<file path="src/rtl/ifc_pkg.sv">
package ifc_pkg;
    typedef struct packed {
        logic        busy;
        logic [1:0]  sel;
        logic [11:0] ticks;
    } gate_state_t;
endpackage

</file>
<file path="src/rtl/ifc_gate_timer.sv">
module ifc_gate_timer #(
    parameter int GATE_BASE = 300,
    parameter int TICK_W    = 12
) (
    input  logic       clk,
    input  logic       rst_n,
    input  logic       ref_tick,
    input  logic       start,
    input  logic [1:0] gate_sel,
    output logic       busy,
    output logic       launch,
    output logic       close
);
    import ifc_pkg::*;

    gate_state_t st_d, st_q;
    logic [TICK_W-1:0] gate_len;

    always_comb begin
        gate_len = TICK_W'(GATE_BASE) << st_q.sel;
        launch   = start && !st_q.busy;
        close    = st_q.busy && ref_tick && (st_q.ticks[TICK_W-1:0] == gate_len - 1'b1);
        st_d     = st_q;
        if (launch) begin
            st_d.busy  = 1'b1;
            st_d.sel   = gate_sel;
            st_d.ticks = '0;
        end else if (close) begin
            st_d.busy  = 1'b0;
        end else if (st_q.busy && ref_tick) begin
            st_d.ticks = st_q.ticks + 1'b1;
        end
    end

    always_ff @(posedge clk or negedge rst_n) begin
        if (!rst_n) st_q <= '0;
        else        st_q <= st_d;
    end

    assign busy = st_q.busy;
endmodule

</file>
<file path="src/rtl/ifc_edge_counter.sv">
module ifc_edge_counter #(
    parameter int CNT_W = 20
) (
    input  logic             clk,
    input  logic             rst_n,
    input  logic             clear,
    input  logic             count_en,
    output logic [CNT_W-1:0] count,
    output logic             overflow
);
    typedef struct packed {
        logic [CNT_W-1:0] cnt;
        logic             ovf;
    } cnt_state_t;

    cnt_state_t st_d, st_q;

    always_comb begin
        st_d = st_q;
        if (clear) begin
            st_d = '0;
        end else if (count_en) begin
            if (&st_q.cnt) st_d.ovf = 1'b1;
            else           st_d.cnt = st_q.cnt + 1'b1;
        end
    end

    always_ff @(posedge clk or negedge rst_n) begin
        if (!rst_n) st_q <= '0;
        else        st_q <= st_d;
    end

    assign count    = st_q.cnt;
    assign overflow = st_q.ovf;
endmodule

</file>
<file path="src/rtl/ifc_serializer.sv">
module ifc_serializer #(
    parameter int CNT_W = 20
) (
    input  logic             clk,
    input  logic             rst_n,
    input  logic             launch,
    input  logic             close,
    input  logic [CNT_W-1:0] result,
    input  logic             shift_en,
    output logic             done,
    output logic             serial_out
);
    localparam int IDX_W = $clog2(CNT_W);

    typedef struct packed {
        logic             done;
        logic [CNT_W-1:0] sh;
        logic [IDX_W-1:0] idx;
    } ser_state_t;

    ser_state_t st_d, st_q;

    always_comb begin
        st_d = st_q;
        if (launch) begin
            st_d.done = 1'b0;
        end else if (close) begin
            st_d.done = 1'b1;
            st_d.sh   = result;
            st_d.idx  = '0;
        end else if (st_q.done && shift_en) begin
            st_d.sh  = st_q.sh << 1;
            st_d.idx = st_q.idx + 1'b1;
            if (st_q.idx == IDX_W'(CNT_W - 1)) st_d.done = 1'b0;
        end
    end

    always_ff @(posedge clk or negedge rst_n) begin
        if (!rst_n) st_q <= '0;
        else        st_q <= st_d;
    end

    assign done       = st_q.done;
    assign serial_out = st_q.done & st_q.sh[CNT_W-1];
endmodule

</file>
<file path="src/rtl/if_freq_counter.sv">
module if_freq_counter #(
    parameter int CNT_W     = 20,
    parameter int GATE_BASE = 300
) (
    input  logic             clk,
    input  logic             rst_n,
    input  logic             ref_tick,
    input  logic             if_edge,
    input  logic             start,
    input  logic [1:0]       gate_sel,
    input  logic             shift_en,
    output logic [CNT_W-1:0] count,
    output logic             overflow,
    output logic             busy,
    output logic             done,
    output logic             serial_out
);
    localparam int TICK_W = 12;

    logic launch, close;
    logic [CNT_W-1:0] cnt_next;

    ifc_gate_timer #(.GATE_BASE(GATE_BASE), .TICK_W(TICK_W)) u_gate (
        .clk(clk), .rst_n(rst_n), .ref_tick(ref_tick), .start(start),
        .gate_sel(gate_sel), .busy(busy), .launch(launch), .close(close)
    );

    ifc_edge_counter #(.CNT_W(CNT_W)) u_cnt (
        .clk(clk), .rst_n(rst_n), .clear(launch), .count_en(busy && if_edge),
        .count(count), .overflow(overflow)
    );

    // the closing cycle's edge must be part of the latched result
    assign cnt_next = (if_edge && !(&count)) ? count + 1'b1 : count;

    ifc_serializer #(.CNT_W(CNT_W)) u_ser (
        .clk(clk), .rst_n(rst_n), .launch(launch), .close(close),
        .result(cnt_next), .shift_en(shift_en), .done(done),
        .serial_out(serial_out)
    );
endmodule

</file>
<file path="config.mk">
export PLATFORM = sky130hd
export DESIGN_NAME = if_freq_counter
export DESIGN_NICKNAME = d
export VERILOG_FILES = /design/src/rtl/ifc_pkg.sv /design/src/rtl/ifc_gate_timer.sv /design/src/rtl/ifc_edge_counter.sv /design/src/rtl/ifc_serializer.sv /design/src/rtl/if_freq_counter.sv
export SDC_FILE = /design/constraint.sdc
export NUM_CORES = 1
export LEC_CHECK = 0
export ABC_AREA = 1
export BUFFER_PORTS_ARGS = -buffer_cell sky130_fd_sc_hd__buf_4
export CAP_MARGIN = 20
export CORE_UTILIZATION = 30
export CTS_BUF_LIST = sky130_fd_sc_hd__clkbuf_4
export DETAILED_ROUTE_END_ITERATION = 12
export GPL_ROUTABILITY_DRIVEN = 0
export HOLD_SLACK_MARGIN = 0.06
export PLACE_DENSITY_LB_ADDON = 0.3
export SLEW_MARGIN = 20
export SYNTH_ARGS = -nofsm -noshare
export SYNTH_HDL_FRONTEND = slang
export SYNTH_SLANG_ARGS = --single-unit
</file>
<file path="constraint.sdc">
create_clock -name clk -period 5.86 [get_ports clk]
set_input_delay 0.293 -clock clk [delete_from_list [all_inputs] [get_ports clk]]
set_output_delay 0.293 -clock clk [all_outputs]
set_load 0.1 [all_outputs]
</file>
; ---- After elaboration in Yosys (flattened, before gate mapping)
; Index checks and enable logic that the tools add are counted.
[totals]
register_bits = 62
in_bits = 8
elab_cells = 54
[classes]
n_addsub = 4
n_eq_ne = 4
shift = 1
muxes = 14
bitwise = 2
reduce_logical = 21
[op_table]
columns = op, count
row1 = $mux W26, 2
row2 = $mux W21, 2
row3 = $mux W20, 2
row4 = $mux W12, 3
row5 = $add A20 B1 Y20 const B, 1
row6 = $reduce_and A20 Y1, 1
row7 = $add A12 B1 Y12 const B, 1
row8 = $eq A12 B12 Y1, 1
row9 = $shl A9 B2 Y12 const A, 1
row10 = $sub A12 B1 Y12 const B, 1
row11 = $reduce_and A2 Y1, 5
row12 = $reduce_bool A2 Y1, 5
row13 = $logic_and A1 B1 Y1, 6
row14 = $reduce_bool A3 Y1, 2
row15 = $add A5 B1 Y5 const B, 1
row16 = $eq A5 B5 Y1 const B, 1
row17 = $mux W1, 5
row18 = $ne A2 B2 Y1 const B, 2
row19 = $logic_not A1 Y1, 2
row20 = $and A1 B1 Y1, 1
row21 = $not A1 Y1, 1

; ---- Logic depth before layout (Yosys ltp)
[logic_depth]
ltp_word = 6
mapped_depth = 16
mapped_depth_nobuf = 14

; ---- Cells and area by module
; A second synthesis with hierarchy kept.
[hier_totals]
cells_unflattened = 746
area_unflattened_um2 = 4924.7
[modules_own_cells]
columns = module, n_inst, cells_each, area_per_inst_um2, seq_area_each_um2
row1 = ifc_edge_counter, 1, 206, 1496.4, 525.5
row2 = ifc_serializer, 1, 171, 1340.0, 650.6
row3 = ifc_gate_timer, 1, 201, 1302.5, 375.4
row4 = if_freq_counter, 1, 168, 785.8, 0.0

; ---- Worst setup path after synthesis
; OpenSTA, ideal clock, no wires.
[synth_path]
kind = register to register
start = register u_cnt.st_q, in the netlist u_cnt.count[0]
end = register u_cnt.st_q, in the netlist u_cnt.count[0]
setup_ns = 0.162
arrival_ns = 2.399
slack_ns = 3.299
path_stages_with_launch = 12
n_path_buf = 1
period_less_slack_ns = 2.561
cell_sequence = dfrtp_1 > ha_1 > nand2_2 > nor2_4 > nand2_2 > nor2_4 > nand2_2 > nand2_2 > nor2_4 > clkinv_2 > buf_4 > o21ai_1
[synth_via]
elab_chain_len = 4
elab_cells_between_ends = 7
cone_classes = add/sub (1) / eq/ne (1) / mux (3) / reduce/logical (2)
[synth_rtl]
columns = item, line
row1 = from (decl), ifc_edge_counter.sv:16  ; cnt_state_t st_d, st_q;
row2 = from (signal assigned), ifc_edge_counter.sv:30  ; else st_q <= st_d;
row3 = $add A20 B1 Y20, ifc_edge_counter.sv:24  ; else st_d.cnt = st_q.cnt + 1'b1;
row4 = $mux W20, ifc_edge_counter.sv:23  ; if (&st_q.cnt) st_d.ovf = 1'b1;
row5 = $mux W21, ifc_edge_counter.sv:22  ; end else if (count_en) begin
row6 = $mux W21, ifc_edge_counter.sv:20  ; if (clear) begin
; Parallel ways exist; a longest one is shown, timed or not. The select of a mux whose other input is x is not followed.
; A chain may end at the register's enable or synchronous reset.

; ---- Final worst setup path
[layout_path]
start = register u_gate.st_q, in the netlist u_gate.busy
end = register u_ser.st_q[13] (netlist bit)
[layout_via]
elab_chain_len = 4
elab_cells_between_ends = 8
cone_classes = mux (1) / bitwise (1) / reduce/logical (6)
[layout_rtl]
columns = item, line
row1 = from (decl), ifc_gate_timer.sv:16  ; gate_state_t st_d, st_q;
row2 = from (signal assigned), ifc_gate_timer.sv:37  ; else st_q <= st_d;
row3 = $logic_and A1 B1 Y1 or $logic_not A1 Y1 (tied branches), "ifc_gate_timer.sv:22, ifc_gate_timer.sv:21"
row4 = $logic_and A1 B1 Y1 (on tied branches), "ifc_gate_timer.sv:22, ifc_gate_timer.sv:21"
row5 = $reduce_bool A2 Y1 (no line) or $not A1 Y1 (tied branches), --
row6 = $reduce_and A2 Y1 (no line), --
row7 = to (signal assigned), ifc_serializer.sv:40  ; else st_q <= st_d;
row8 = to (decl), ifc_serializer.sv:21  ; ser_state_t st_d, st_q;
; Parallel ways exist; a longest one is shown, timed or not.

==> qor.csv <==
metric;value;unit
fin_crit;2600;ps
tritoncts_num_sinks;62;
grt_overflow_total;0;
holdPathStages;3;
post_cts_buffers;0;
track_usage;15.6;%
synth-warning-count;0;
ff2ff_path_depth;8;
grt_pass1_wl;17.4;mm
dp_slack;3240;ps
ys_types;33;
path_class;flop to flop;
finalSetupTns;0;ps
drc_errors;0;
p_leak;2.12;nW
antenna_found_initial;0;
dp.cells;744;
cts.clk_slew.worst_paths;110;ps
syn_nets;570;
post_dp_cell_area;4360;µm²
layout_common_cells;nand2_1 (182), inv_1 (67), dfrtp_1 (62);
vias_per_cell;4.72;
die-area;13900;µm²
ys_ff_latch;62;
clock_path_buffers;2;
peakVddDrop;0.298;mV
maxCapViolations;0;
slew-limit-headroom;42.3;%
die-width;118;µm
cts_tree;yes;
final_cell_area;4510;µm²
maxSlewViolCount;0;
final_core_util;34.2;%
fin_total_pwr;1.78;mW
min_to;u_gate.st_q[12];
ant_nets;0;
cts_inserted_buffers;9;
mostFrequentLayoutCell;nand2_1;
die_y;118;µm
diodes;0;
setup_ws;3260;ps
vias;3593;
grt_pass1_vias;3523;
finalCritPeriodShare;44.4;%
htreeDepth;3;
status;finished clean;
hold_slack;72.0;ps
clockRootBuffer;clkbuf_4;
rsz0062_at_grt;no;
drt_iter0_drc;167;
finalSetupViolations;0;
wl;10.3;mm
drive_gt1_share;12.8;%
skew;12.9;ps
fin_nets;597;
crit_required;6200;ps
dr.pass1.iters;4;
crit_arrival;2940;ps
tightest_slew;866;ps
rr_startpoint;u_gate.busy;
power_density;395;nW/µm²
fmax;385;MHz
worst-path-max-fanout;22;
clk_latency;440;ps
final_cells;762;
ctsResizeCount;0;
coreArea;13200;µm²
initial_core_util;30.7;%
start_kind;flop;
synth_area_leaders;dfrtp_1 (38%), nand2_1 (17%), inv_1 (6.2%);
yosysTopAreaCellShare;38.4;%
min_from;gate_sel[0];
r2r-end;u_ser.st_q[13];
yosys.area.top_type;dfrtp_1;
io_pins;32;
io_buffers;31;
cp-end-kind;flop;
place_hpwl;7.23;mm
grt_max_degree;63;
fp-row-count;42;
critPathLaunch;u_gate.busy;
syn_area_per_cell;7.30;µm²
synth_area;4040;µm²
r2r_slack;3260;ps
hold_viol;0;
wl_per_cell;13.5;µm
syn_inst;554;
ys_seq_area_share;38.4;%
worstHoldPathType;input pin to flop;
synthToLayoutAreaGrowth;11.5;%
flip-flops by register name, summed over array words and instances, names as in the netlist:
register,count
u_cnt.count,20
u_cnt.overflow,1
u_gate.busy,1
u_gate.st_q,14
u_ser.done,1
u_ser.st_q,25
Yosys cell counts:
cell	n
dfrtp_1	62
inv_1	67
o21ai_2	1
nand4_1	6
xor2_1	23
nand2_1	182
a21oi_2	1
mux2i_1	1
inv_2	3
buf_2	5
buf_6	7
buf_4	5
o31ai_1	1
nor2_8	1
nand2_2	4
ha_1	8
inv_4	1
clkinv_2	1
o22ai_2	10
o21ai_0	11
xnor2_1	5
nor2_2	1
o41ai_1	1
nor2_4	5
o22ai_1	25
nor3b_1	2
a21oi_1	10
nand3_1	39
o21bai_1	1
clkbuf_1	2
o21ai_1	6
nor2_1	54
nor3_1	3
per-layer routing:
metal	global-route usage [%]	vias up	share of wire (%)
li1	-	1813	-
met3	3.73	13	4.3
met5	0	-	0
met4	4.17	0	1.1
met1	21.4	1689	50
met2	24.5	78	45
how the worst max path moves through the flow:
stage                           to  slack, ps  cells past startpoint
floorplan           u_cnt.count[0]       3300                     11
global placement    u_ser.st_q[11]       3290                     10
detailed placement  u_ser.st_q[13]       3240                      8
CTS                  u_ser.st_q[9]       3220                      8
global route        u_ser.st_q[14]       2950                      8
finish              u_ser.st_q[13]       3260                      8
critical path, cell delays in order (launching register included):
cell,delay [ps]
dfrtp_1,450
nor2_2,660
nor2_1,120
nand2_1,580
o21ai_2,290
inv_4,220
nand2_1,70
nand2_1,70
inv_1,40
area by class of cell:
class | instances | area [µm²]
fillers | 1438 | 8680
inverters | 72 | 274
multi-input cells | 401 | 2070
flip-flops and latches | 62 | 1550
clock inverters | 6 | 52.6
repair buffers | 35 | 268
clock buffers | 10 | 75.1
well taps | 176 | 220
timing repair:
item	4_1_cts	5_1_grt
endpoints found under the setup margin	0	0
endpoints found under the hold margin	63	0
hold buffers	2	0
cell families (layout without fill, tap and decap cells):
family	count (synthesis)	count (layout)	synth area share (%)
simple gates	297	297	31.1
flops	62	62	38.4
compound gates	67	67	11.3
buf+inv	91	123	10.5
mux	1	1	0.248
fa+ha+maj	8	8	2.48
xor+xnor	28	28	6.06
power breakdown:
| part | leakage (nW) | switching, mW | internal [mW] |
|---|---|---|---|
| Sequential | 0.742 | 0.138 | 0.557 |
| Clock | 0.0750 | 0.170 | 0.130 |
| Combinational | 1.31 | 0.566 | 0.220 |
Power figures use the tool's default switching activity.
